--- src/rtl/vag_pkg.sv ---
package vag_pkg;
  typedef enum logic [1:0] {
    AM_UNIT   = 2'd0,
    AM_STRIDE = 2'd1,
    AM_INDEX  = 2'd2,
    AM_RSVD   = 2'd3
  } am_e;
endpackage

--- src/rtl/vag_ctrl.sv ---
module vag_ctrl #(
  parameter int MAX_VL = 64,
  localparam int VL_W = $clog2(MAX_VL + 1)
) (
  input  logic            clk_i,
  input  logic            rst_ni,
  input  logic            start_i,
  input  logic [VL_W-1:0] vl_i,
  input  logic            load_i,
  input  logic            fire_i,
  output logic            start_ok_o,
  output logic            busy_o,
  output logic            more_o,
  output logic [VL_W-1:0] iss_o,
  output logic            done_o
);
  logic [VL_W-1:0] vl_q, iss_q, acc_q, vl_eff;
  logic [VL_W-1:0] vl_d, iss_d, acc_d;
  logic            busy_q, done_q, busy_d, done_d, last_acc;

  assign vl_eff     = (vl_i > VL_W'(MAX_VL)) ? VL_W'(MAX_VL) : vl_i;
  assign start_ok_o = start_i && !busy_q;
  assign last_acc   = fire_i && (acc_q == vl_q - VL_W'(1));

  always_comb begin
    vl_d   = vl_q;
    iss_d  = iss_q;
    acc_d  = acc_q;
    busy_d = busy_q;
    done_d = 1'b0;
    if (start_ok_o) begin
      vl_d   = vl_eff;
      iss_d  = '0;
      acc_d  = '0;
      busy_d = (vl_eff != '0);
      done_d = (vl_eff == '0);
    end else if (busy_q) begin
      if (load_i) iss_d = iss_q + VL_W'(1);
      if (fire_i) acc_d = acc_q + VL_W'(1);
      if (last_acc) begin
        busy_d = 1'b0;
        done_d = 1'b1;
      end
    end
  end

  always_ff @(posedge clk_i or negedge rst_ni) begin
    if (!rst_ni) begin
      vl_q   <= '0;
      iss_q  <= '0;
      acc_q  <= '0;
      busy_q <= 1'b0;
      done_q <= 1'b0;
    end else begin
      vl_q   <= vl_d;
      iss_q  <= iss_d;
      acc_q  <= acc_d;
      busy_q <= busy_d;
      done_q <= done_d;
    end
  end

  assign busy_o = busy_q;
  assign more_o = busy_q && (iss_q < vl_q);
  assign iss_o  = iss_q;
  assign done_o = done_q;

  // an empty sequence finishes at once
  p_zero_vl_r6: assert property (@(posedge clk_i) disable iff (!rst_ni)
    start_ok_o && (vl_eff == '0) |=> done_o && !busy_o);
  // a second start leaves the running length alone
  p_ignore_start_r8: assert property (@(posedge clk_i) disable iff (!rst_ni)
    busy_q && start_i && !last_acc |=> busy_q && $stable(vl_q));
  // never more issued than the captured length
  p_count_r4: assert property (@(posedge clk_i) disable iff (!rst_ni)
    (iss_q <= vl_q) && (acc_q <= iss_q));
endmodule

--- src/rtl/vag_agu.sv ---
module vag_agu
  import vag_pkg::*;
#(
  parameter int ADDR_W = 32
) (
  input  logic              clk_i,
  input  logic              rst_ni,
  input  logic              start_ok_i,
  input  logic [1:0]        mode_i,
  input  logic [ADDR_W-1:0] base_i,
  input  logic [ADDR_W-1:0] stride_i,
  input  logic [1:0]        esz_i,
  input  logic              adv_i,
  input  logic [ADDR_W-1:0] idx_i,
  output logic              idx_mode_o,
  output logic [ADDR_W-1:0] addr_o
);
  am_e               mode_q;
  logic [ADDR_W-1:0] base_q, step_q, off_q, step_d;

  // stride is in elements; shift to bytes keeps two's complement sign
  always_comb begin
    unique case (am_e'(mode_i))
      AM_STRIDE: step_d = stride_i << esz_i;
      default:   step_d = ADDR_W'(1) << esz_i;
    endcase
  end

  always_ff @(posedge clk_i or negedge rst_ni) begin
    if (!rst_ni) begin
      mode_q <= AM_UNIT;
      base_q <= '0;
      step_q <= '0;
      off_q  <= '0;
    end else if (start_ok_i) begin
      mode_q <= am_e'(mode_i);
      base_q <= base_i;
      step_q <= step_d;
      off_q  <= '0;
    end else if (adv_i) begin
      off_q  <= off_q + step_q;
    end
  end

  assign idx_mode_o = (mode_q == AM_INDEX);
  assign addr_o     = base_q + (idx_mode_o ? idx_i : off_q);
endmodule

--- src/rtl/vag_outreg.sv ---
module vag_outreg #(
  parameter int ADDR_W = 32,
  parameter int EL_W   = 6
) (
  input  logic              clk_i,
  input  logic              rst_ni,
  input  logic              load_i,
  input  logic [ADDR_W-1:0] addr_i,
  input  logic [EL_W-1:0]   elem_i,
  input  logic              ready_i,
  output logic              space_o,
  output logic              valid_o,
  output logic [ADDR_W-1:0] addr_o,
  output logic [EL_W-1:0]   elem_o
);
  always_ff @(posedge clk_i or negedge rst_ni) begin
    if (!rst_ni) begin
      valid_o <= 1'b0;
      addr_o  <= '0;
      elem_o  <= '0;
    end else if (load_i) begin
      valid_o <= 1'b1;
      addr_o  <= addr_i;
      elem_o  <= elem_i;
    end else if (ready_i) begin
      valid_o <= 1'b0;
    end
  end

  assign space_o = !valid_o || ready_i;

  // stalled beat holds
  p_hold_r7: assert property (@(posedge clk_i) disable iff (!rst_ni)
    valid_o && !ready_i |=> valid_o && $stable(addr_o) && $stable(elem_o));
endmodule

--- src/rtl/vec_addr_gen.sv ---
module vec_addr_gen #(
  parameter int ADDR_W = 32,
  parameter int MAX_VL = 64,
  localparam int VL_W = $clog2(MAX_VL + 1),
  localparam int EL_W = (MAX_VL > 1) ? $clog2(MAX_VL) : 1
) (
  input  logic              clk_i,
  input  logic              rst_ni,
  input  logic              start_i,
  input  logic [1:0]        mode_i,
  input  logic [ADDR_W-1:0] base_i,
  input  logic [ADDR_W-1:0] stride_i,
  input  logic [1:0]        esz_i,
  input  logic [VL_W-1:0]   vl_i,
  input  logic              idx_valid_i,
  input  logic [ADDR_W-1:0] idx_data_i,
  output logic              idx_ready_o,
  output logic              addr_valid_o,
  input  logic              addr_ready_i,
  output logic [ADDR_W-1:0] addr_o,
  output logic [EL_W-1:0]   elem_o,
  output logic              done_o
);
  logic              start_ok, busy, more, space, idx_mode, load, fire, can_go;
  logic [VL_W-1:0]   iss;
  logic [ADDR_W-1:0] next_addr;

  assign can_go      = busy && more && space;
  assign load        = can_go && (!idx_mode || idx_valid_i);
  assign idx_ready_o = can_go && idx_mode;
  assign fire        = addr_valid_o && addr_ready_i;

  vag_ctrl #(.MAX_VL(MAX_VL)) u_ctrl (
    .clk_i, .rst_ni, .start_i, .vl_i,
    .load_i(load), .fire_i(fire), .start_ok_o(start_ok),
    .busy_o(busy), .more_o(more), .iss_o(iss), .done_o(done_o)
  );

  vag_agu #(.ADDR_W(ADDR_W)) u_agu (
    .clk_i, .rst_ni, .start_ok_i(start_ok), .mode_i, .base_i, .stride_i,
    .esz_i, .adv_i(load), .idx_i(idx_data_i),
    .idx_mode_o(idx_mode), .addr_o(next_addr)
  );

  vag_outreg #(.ADDR_W(ADDR_W), .EL_W(EL_W)) u_out (
    .clk_i, .rst_ni, .load_i(load), .addr_i(next_addr),
    .elem_i(iss[EL_W-1:0]), .ready_i(addr_ready_i), .space_o(space),
    .valid_o(addr_valid_o), .addr_o(addr_o), .elem_o(elem_o)
  );

  // done never overlaps an outstanding beat or index request
  p_done_idle_r9: assert property (@(posedge clk_i) disable iff (!rst_ni)
    done_o |-> !addr_valid_o && !idx_ready_o);
  // index stream only drawn while a sequence runs
  p_idx_busy_r3: assert property (@(posedge clk_i) disable iff (!rst_ni)
    idx_ready_o |-> busy);
endmodule

--- config.mk ---
export PLATFORM = sky130hd
export DESIGN_NAME = vec_addr_gen
export DESIGN_NICKNAME = d
export VERILOG_FILES = /design/src/rtl/vag_pkg.sv /design/src/rtl/vag_ctrl.sv /design/src/rtl/vag_agu.sv /design/src/rtl/vag_outreg.sv /design/src/rtl/vec_addr_gen.sv
export SDC_FILE = /design/constraint.sdc
export NUM_CORES = 1
export LEC_CHECK = 0
export BUFFER_PORTS_ARGS = -buffer_cell sky130_fd_sc_hd__buf_2
export CORE_UTILIZATION = 50
export CTS_BUF_LIST = sky130_fd_sc_hd__clkbuf_8
export CTS_CLUSTER_SIZE = 14
export DETAILED_ROUTE_END_ITERATION = 6
export PLACE_DENSITY = 0.79
export SLEW_MARGIN = 20
export SYNTH_ARGS = -nofsm -noshare
export SYNTH_HDL_FRONTEND = slang
export SYNTH_SLANG_ARGS = --single-unit
--- constraint.sdc ---
create_clock -name clk_i -period 5.54 [get_ports clk_i]
set_clock_uncertainty 0.2 [all_clocks]
set_input_delay 0 -clock clk_i [delete_from_list [all_inputs] [get_ports clk_i]]
set_output_delay 0 -clock clk_i [all_outputs]
set_load 0.02 [all_outputs]
==> impl_results.md, run 1 <==
- Mux share of post-synthesis cell area: 6.44%
- CTS Buf Count: 17
- Rel. slew slack: 40.6%
- Final #Nets: 1662
- Simple-gate share of the synthesized area: 18.8%
- Wirelength, routed: 28.0 mm
- ANT nets after route: 0
- Antenna diode count: 0
- Status: finished, final reports clean
- Yosys warning total: 0
- Inst Count DP: 1603
- Worst Path Buf+Inv: 2
- TNS Setup: 0 ns
- Post-synthesis sequential area ratio: 37.4%
- Post-synthesis cell count: 1234
- Internal cell power: 0.00405 W
- Critical-path top delay cell: dlygate4sd3_1
- Post-Syn Area: 0.0107 mm2
- LEAKAGE: 6.36 nW
- Max clock buf depth: 2
- Synth Area in Compound Gates: 19.2%
- PwrDens: 577 mW/mm2
- Clk root buf: clkbuf_8
- Area contributors post-synth: dfrtp_1 (37%), ha_1 (8.7%), nand2_1 (8.5%)
- Crit. End Element: flip-flop
- Synth unique cells: 73
- WL met2: 12.3 mm
- Syn_nets: 1422
- Worst slack at placement: 1.45 ns
- XOR/XNOR Fraction of Synth Area: 5.65%
- Worst-margin pin slew: 0.891 ns
- Min-Delay Path Class: primary input to async pin
- 1st-iter DRT viols: 638
- Die Area: 0.0220 mm2
- Top Ports: 153
- Core area: 0.0210 mm2
- Final WS setup: 1.02 ns
- Layout cell share with drive strength beyond 1: 17.1%
- Worst Path Required: 5.67 ns
- Min cycle time layout: 4.52 ns
- Largest family of logic cells by synthesized area: compound AO/OA/AOI/OAI gates
- Flop pwr share: 28.6%
- Clk slew on worst S/H paths: 0.09 ns
- Routed len/inst: 15.9 um
- Worst reg2reg setup slack: 1.02 ns
- WP data arrival: 4.66 ns
- H-tree Lvls: 4
- Antenna violations before repair: 0
- Vias: 9859
- Switching Fraction: 47.2%
- Non-Filler Instances: 1762
- Critical path, cell by cell: nor2b_4 -> buf_4 -> nor2_1 -> a21o_1 -> ha_1 -> a211oi_1 -> o21ai_1 -> nand3_1 -> a21boi_1 -> a31oi_1 -> o21a_1 -> o2111ai_1 -> a31oi_1 -> xnor2_1 -> dlygate4sd3_1 -> o21ai_1
- Clk pwr share: 11.1%
- Fin. max-slew vios: 0
- DR vias/cell: 5.60
- TritonCTS clock tree: yes
- Crit path launch type: flip-flop
- M1 wire length: 13.4 mm
- Final setup fails: 0
- Post-synth EDFFs: 0
- #FFs+latches synth: 160
- Peak supply drop: 322 uV
- First-pass GRT wire length: 46.0 mm
- Commonest non-fill, non-tap cell in the layout: nand2_1
- Fmax: 221 MHz
- Most frequent cells in the layout: nand2_1 (241), dfrtp_1 (160), buf_2 (151), dlygate4sd3_1 (127), o21ai_0 (120)
- Port-buffer cells: 152
- CP delay by family, top: compound AO/OA/AOI/OAI gates
- Syn_area_per_cell: 8.67 um2
- Pin count of the biggest net entering global routing: 111
- Post-synth top area cell: dfrtp_1
- # rows: 53
- Residual DRC: 0
- All-Layer GR Usage: 26.2%
- Post-DP HPWL: 19.4 mm
- Drt pass-1 iters: 5
- Max incr delay on CP: 0.56 ns
- Die width: 148 um
- Clk sink count: 160
- Crit Path Class: flip-flop to flip-flop
- Max-Cap Viols: 0
- Post-synth top area share: 37.4%
- Period utilization: 81.7%
- Comb power frac: 60.4%
- Die height: 148 um
- Synth Area in Adders: 9.03%
- Number of setup buffers added after CTS: 0
- Synth-to-layout area growth: 24.1%
- Switching power: 0.00361 W
- Vias in the first global route: 9265
- Top Metal Used: met4
- Async SR Flop Fraction: 100%
- GR Overflow Total: 0
- Main synth FF type: dfrtp_1
- RePlAce Congestion: 0.925
- Clock Latency Late Sink: 0.48 ns
- Met3 wire length: 1.50 mm
- RSZ-0062 raised after global routing: false
- Endpoints failing hold: 0
- Worst Path Max Fanout: 19
- Starting Density: 50.9%
-- flip-flops by register name, summed over array words and instances (netlist names) --
| register | cells |
|---|---|
| u_ctrl.iss_o | 7 |
| u_ctrl.acc_q | 7 |
| u_agu.base_q | 32 |
| u_ctrl.done_o | 1 |
| u_agu.off_q | 32 |
| u_ctrl.busy_o | 1 |
| u_out.elem_o | 6 |
| u_agu.mode_q | 2 |
| u_ctrl.vl_q | 7 |
| u_agu.step_q | 32 |
| u_out.valid_o | 1 |
| u_out.addr_o | 32 |
-- path summary, 6_finish.rpt --
path | startpoint | to | cells past startpoint
setup / recovery | u_agu.mode_q[0] | u_out.addr_o[31] | 16
hold reg to reg | u_out.addr_o[22] | u_out.addr_o[22] | 2
setup reg to reg | u_agu.mode_q[0] | u_out.addr_o[31] | 16
min in group clk_i | idx_data_i[2] | u_out.addr_o[2] | 5
max in group asynchronous | rst_ni | u_ctrl.iss_o[2] | 3
hold / removal | rst_ni | u_ctrl.iss_o[0] | 2
-- synth_stat cells, types with 2 or more instances --
cell type  instances
nand2_1          241
dfrtp_1          160
o21ai_0          120
ha_1              74
a21oi_1           73
nor2_1            55
nand3_1           47
clkbuf_1          42
xor2_1            37
mux2i_1           34
a21o_1            33
xnor2_1           32
mux2_2            31
nor3_1            28
inv_1             24
nand4_1           20
buf_1             15
o31a_1            13
nand2b_1          11
o21ai_1           11
and3_1            10
a31oi_1            9
o21a_1             9
nand3b_1           8
nor2b_1            6
o21bai_1           6
o31ai_1            6
a211oi_1           5
a21oi_2            5
buf_6              4
o211ai_1           4
a21o_2             3
a311o_1            3
and3_2             3
buf_2              3
or3_1              3
a22o_1             2
a31o_2             2
a41oi_1            2
fa_1               2
nor4_1             2
o2111ai_1          2
o311a_1            2
o31ai_2            2
or2_2              2
-- power by group through the flow --
stage,logic (W),registers [W],clock network [W]
final,0.00463,0.00219,0.000848
after detailed placement,0.00445,0.00220,0
after global placement,0.00431,0.00218,0
after CTS,0.00458,0.00218,0.000864
after global routing,0.00516,0.00225,0.000911
after floorplan,0.00340,0.00219,0
-- worst reg2reg max path: stages, from the launching register on --
cell and delay [ns]:
dfrtp_1 0.43, nor2b_4 0.47, buf_4 0.35, nor2_1 0.08, a21o_1 0.18, ha_1 0.31, a211oi_1 0.32, o21ai_1 0.16
nand3_1 0.12, a21boi_1 0.08, a31oi_1 0.31, o21a_1 0.24, o2111ai_1 0.15, a31oi_1 0.23, xnor2_1 0.13, dlygate4sd3_1 0.56
o21ai_1 0.06
-- cells by family after synthesis --
kind of cell,after synthesis
adder cells (fa/ha/maj),76
AND/OR/NAND/NOR,446
buffers and inverters,90
multiplexers,65
XOR/XNOR,69
flip-flops,160
AO/OA/AOI/OAI,328
-- routing by layer --
metal	track usage, %	vias up
met4	10.5	0
li1	-	4850
met1	37.3	4611
met2	40.3	335
met5	0	-
met3	3.71	63
-- what timing repair did --
item,CTS,global route
hold endpoints to repair,213,0
gates resized for setup,0,0
hold buffers,127,0
-- area by class of cell --
cell class                      count  area (um2)
Clock inverter                     12         109
Sequential cell                   160        4000
Inverter                           25        93.8
Clock buffer                       20         275
Timing Repair Buffer              286        2090
Tap cell                          275         344
Multi-Input combinational cell    984        6360
Fill cell                        1699        7750
-- stage by stage --
| step | hold WS (ns) | total power [W] | area (um2) | utilization, % |
|---|---|---|---|---|
| 2_1_floorplan | -0.496 | 0.00559 | 10700 | - |
| 3_3_place_gp | -0.00846 | 0.00649 | 11600 | 55.3 |
| 3_5_place_dp | -0.00379 | 0.00664 | 11600 | 55.3 |
| 4_1_cts | 0.00161 | 0.00762 | 13300 | 63.1 |
| 5_1_grt | 0.0565 | 0.00833 | 13300 | 63.2 |
| 6_report | 0.00683 | 0.00766 | 13300 | 63.2 |
No activity file was read; power rests on OpenSTA's default activity.
==> run 2, diff against run 1 <==
--- a/config.mk
+++ b/config.mk
@@ -5,12 +5,13 @@
 export SDC_FILE = /design/constraint.sdc
 export NUM_CORES = 1
 export LEC_CHECK = 0
+export ABC_AREA = 1
 export BUFFER_PORTS_ARGS = -buffer_cell sky130_fd_sc_hd__buf_2
 export CORE_UTILIZATION = 50
 export CTS_BUF_LIST = sky130_fd_sc_hd__clkbuf_8
 export CTS_CLUSTER_SIZE = 14
 export DETAILED_ROUTE_END_ITERATION = 6
-export PLACE_DENSITY = 0.79
+export PLACE_DENSITY = 0.81
 export SLEW_MARGIN = 20
 export SYNTH_ARGS = -nofsm -noshare
 export SYNTH_HDL_FRONTEND = slang
==> constraint.sdc (replaced) <==
create_clock -name clk_i -period 3.75 [get_ports clk_i]
set_clock_uncertainty 0.2 [all_clocks]
set_input_delay 0 -clock clk_i [delete_from_list [all_inputs] [get_ports clk_i]]
set_output_delay 0 -clock clk_i [all_outputs]
set_load 0.02 [all_outputs]
==> impl_results.md, run 2 <==
- Clock Latency Late Sink: 0.48 ns (about the same)
- 1st-iter DRT viols: 1165 (+83%)
- Starting Density: 50.7% (-0.22 points)
- Most frequent cell after synthesis: nand2_1
- Post-DP HPWL: 25.9 mm (+34%)
- Synth-to-layout area growth: 22.6%
- Vias in the first global route: 12600 (+36%)
- Post-synthesis sequential area ratio: 32.6% (-4.8 points)
- Status: finished, final reports clean
- Hold Path Depth: 6
- H-tree Lvls: 4 (unchanged)
- RSZ-0062 raised after global routing: false
- TNS Setup: 0 ns (unchanged)
- TritonCTS clock tree: yes
- Filler instances: 2164 (+27%)
- R2R cell count: 13 (-3)
- Post-synth top area cell: dfrtp_1
- Crit path launch type: primary input
- Most frequent cells in the layout: nand2_1 (836), inv_1 (293), dfrtp_1 (160), buf_2 (151), dlygate4sd3_1 (135)
- # rows: 57 (+7.5%)
- PwrDens: 891 mW/mm2 (+54%)
- Worst Path Max Fanout: 37 (+18)
- Wirelength, routed: 36.9 mm (+32%)
- Max-Cap Viols: 0 (unchanged)
- Top Ports: 153 (unchanged)
- Endpoints failing hold: 0 (unchanged)
- Non-Filler Instances: 2533 (+44%)
- Fmax: 306 MHz
- Rel. slew slack: 35.0% (-5.6 points)
- Commonest non-fill, non-tap cell in the layout: nand2_1
- Clk slew on worst S/H paths: 0.10 ns (about the same)
- Worst Path Required: 3.97 ns (-1.70 ns)
- Final setup fails: 0 (unchanged)
- Core area: 0.0242 mm2 (+15%)
- Post-synth EDFFs: 0 (unchanged)
- Drt pass-1 iters: 6 (+1)
- Post-Syn Area: 0.0123 mm2 (+15%)
- Crit Path Class: primary input to flip-flop
- All-Layer GR Usage: 29.7% (+3.5 points)
- Fin. max-slew vios: 0 (unchanged)
- RePlAce Congestion: 0.937 (+1.3%)
- Synth Area in Compound Gates: 8.48% (-11 points)
- GR Overflow Total: 0 (unchanged)
- Layout cell share with drive strength beyond 1: 9.28% (-7.9 points)
- Syn_nets: 2122 (+49%)
- Post-synth top area share: 32.6% (-4.8 points)
- Number of setup buffers added after CTS: 0 (unchanged)
- Inst Count DP: 2365 (+48%)
- Pin count of the biggest net entering global routing: 91 (-18%)
- Min-Delay Path Class: primary input to flip-flop
- WP data arrival: 3.49 ns (-1.17 ns)
- Die width: 159 um (+7.1%)
- Largest family of logic cells by synthesized area: simple AND/OR/NAND/NOR gates
- Most frequent cells after synthesis: nand2_1 (836), inv_1 (293), dfrtp_1 (160), nor2_1 (127), nand3_1 (124)
- ANT nets after route: 0 (unchanged)
- Area contributors post-synth: dfrtp_1 (33%), nand2_1 (26%), inv_1 (8.9%)
- LEAKAGE: 8.63 nW (+36%)
- Peak supply drop: 526 uV (+63%)
- Routed len/inst: 14.6 um (-8.4%)
- Worst-margin pin slew: 0.974 ns (+0.0824 ns)
- Synth unique cells: 41 (-44%)
- Min cycle time layout: 3.26 ns
- Crit. End Element: flip-flop
- Vias: 13200 (+34%)
- Clk root buf: clkbuf_8
- Post-synthesis cell count: 1934 (+57%)
- Synth Area in Adders: 7.86% (-1.2 points)
- Async SR Flop Fraction: 100% (unchanged)
- Simple-gate share of the synthesized area: 36.8% (+18 points)
- Main synth FF type: dfrtp_1
- Die height: 159 um (+7.1%)
- Antenna violations before repair: 1 (+1)
- Final #Nets: 2383 (+43%)
- Die Area: 0.0252 mm2 (+15%)
- Residual DRC: 0 (unchanged)
- Yosys warning total: 0 (unchanged)
- #FFs+latches synth: 160 (unchanged)
- Max clock buf depth: 2 (unchanged)
- CTS Buf Count: 17 (unchanged)
- Syn_area_per_cell: 6.35 um2 (-27%)
- Mux share of post-synthesis cell area: 0.0814% (-6.4 points)
- DR vias/cell: 5.22 (-6.6%)
- XOR/XNOR Fraction of Synth Area: 2.92% (-2.7 points)
- Period utilization: 87.1%
- Hold Worst Slack: 0.0250 ns (+0.0181 ns)
- First-pass GRT wire length: 60.6 mm (+32%)
- Clk sink count: 160 (unchanged)
- Port-buffer cells: 152 (unchanged)
run 2: changes by cell type after synthesis, moves of 22 or more:
| cell | previous run | this run |
|---|---|---|
| nor2_1 | 55 | 127 |
| o21ai_0 | 120 | 66 |
| inv_1 | 24 | 293 |
| mux2_2 | 31 | 0 |
| nand3_1 | 47 | 124 |
| xor2_1 | 37 | 15 |
| mux2i_1 | 34 | 1 |
| nand2_1 | 241 | 836 |
| a21oi_1 | 73 | 42 |
| o221ai_1 | 1 | 27 |
| a21o_1 | 33 | 3 |
| clkbuf_1 | 42 | 16 |
run 2: critical path: stages:
cell,delay (ns)
dlygate4sd3_1,0.52
buf_2,0.09
inv_1,0.10
nor2_4,0.54
nand2_1,0.16
nor2_1,0.13
dlygate4sd3_1,0.56
a31oi_1,0.06
dlygate4sd3_1,0.60
o221ai_1,0.14
dlygate4sd3_1,0.57
run 2: stage by stage:
stage | util [%] | setup WS, ns | cell area (um2) | total power (W)
after floorplan | - | 0.938 | 12300 | 0.00947
after global routing | 62.1 | 0.275 | 15100 | 0.0146
after CTS | 62.1 | 0.172 | 15100 | 0.0132
after detailed placement | 54.8 | 0.758 | 13300 | 0.0116
after global placement | 54.8 | 0.843 | 13300 | 0.0113
final | 62.1 | 0.485 | 15100 | 0.0134
run 2: power by group:
part | switching [W] | internal, W | leakage (nW)
Clock | 0.000776 | 0.000658 | 0.222
Sequential | 0.000703 | 0.00256 | 2.02
Combinational | 0.00563 | 0.00310 | 6.38
Total | 0.00711 | 0.00632 | 8.63
run 2: layout make-up:
| cell class | count | area, um2 | share of cell area (%) |
|---|---|---|---|
| Tap cell | 324 | 405 | 2.69 |
| Inverter | 298 | 1120 | 7.44 |
| Multi-Input combinational cell | 1424 | 6910 | 45.8 |
| Sequential cell | 160 | 4000 | 26.6 |
| Antenna cell | 1 | 2.50 | 0.0166 |
| Timing Repair Buffer | 294 | 2200 | 14.6 |
| Clock buffer | 19 | 262 | 1.74 |
| Clock inverter | 13 | 170 | 1.13 |
run 2: logic make-up after synthesis:
kind of cell	Yosys count
compound gates	177
xor+xnor	41
fa+ha+maj	76
buf+inv	350
flops	160
mux	1
simple gates	1129
run 2: repair_timing:
| action | in CTS | in global routing |
|---|---|---|
| endpoints found under the hold margin | 201 | 0 |
| resized for setup | 0 | 0 |
| hold buffers | 135 | 0 |
run 2: path summary, 6_finish.rpt:
check	startpoint	endpoint	slack (ns)
max in group asynchronous	rst_ni	u_out.addr_o[1]	1.66
worst max-delay path	mode_i[0]	u_agu.step_q[19]	0.49
worst min-delay path	idx_data_i[3]	u_out.addr_o[3]	0.02
worst max register to register	u_agu.mode_q[0]	u_out.addr_o[13]	0.68
min in group asynchronous	rst_ni	u_agu.base_q[4]	0.49
worst min register to register	u_out.addr_o[28]	u_out.addr_o[28]	0.28
run 2: per-layer routing:
layer	vias to the layer above	GRT usage, %	part of all wire [%]
li1	6533	-	-
met1	6006	39.0	42
met2	575	49.5	46
met3	118	3.45	8.1
met4	0	12.7	3.8
met5	-	0	0
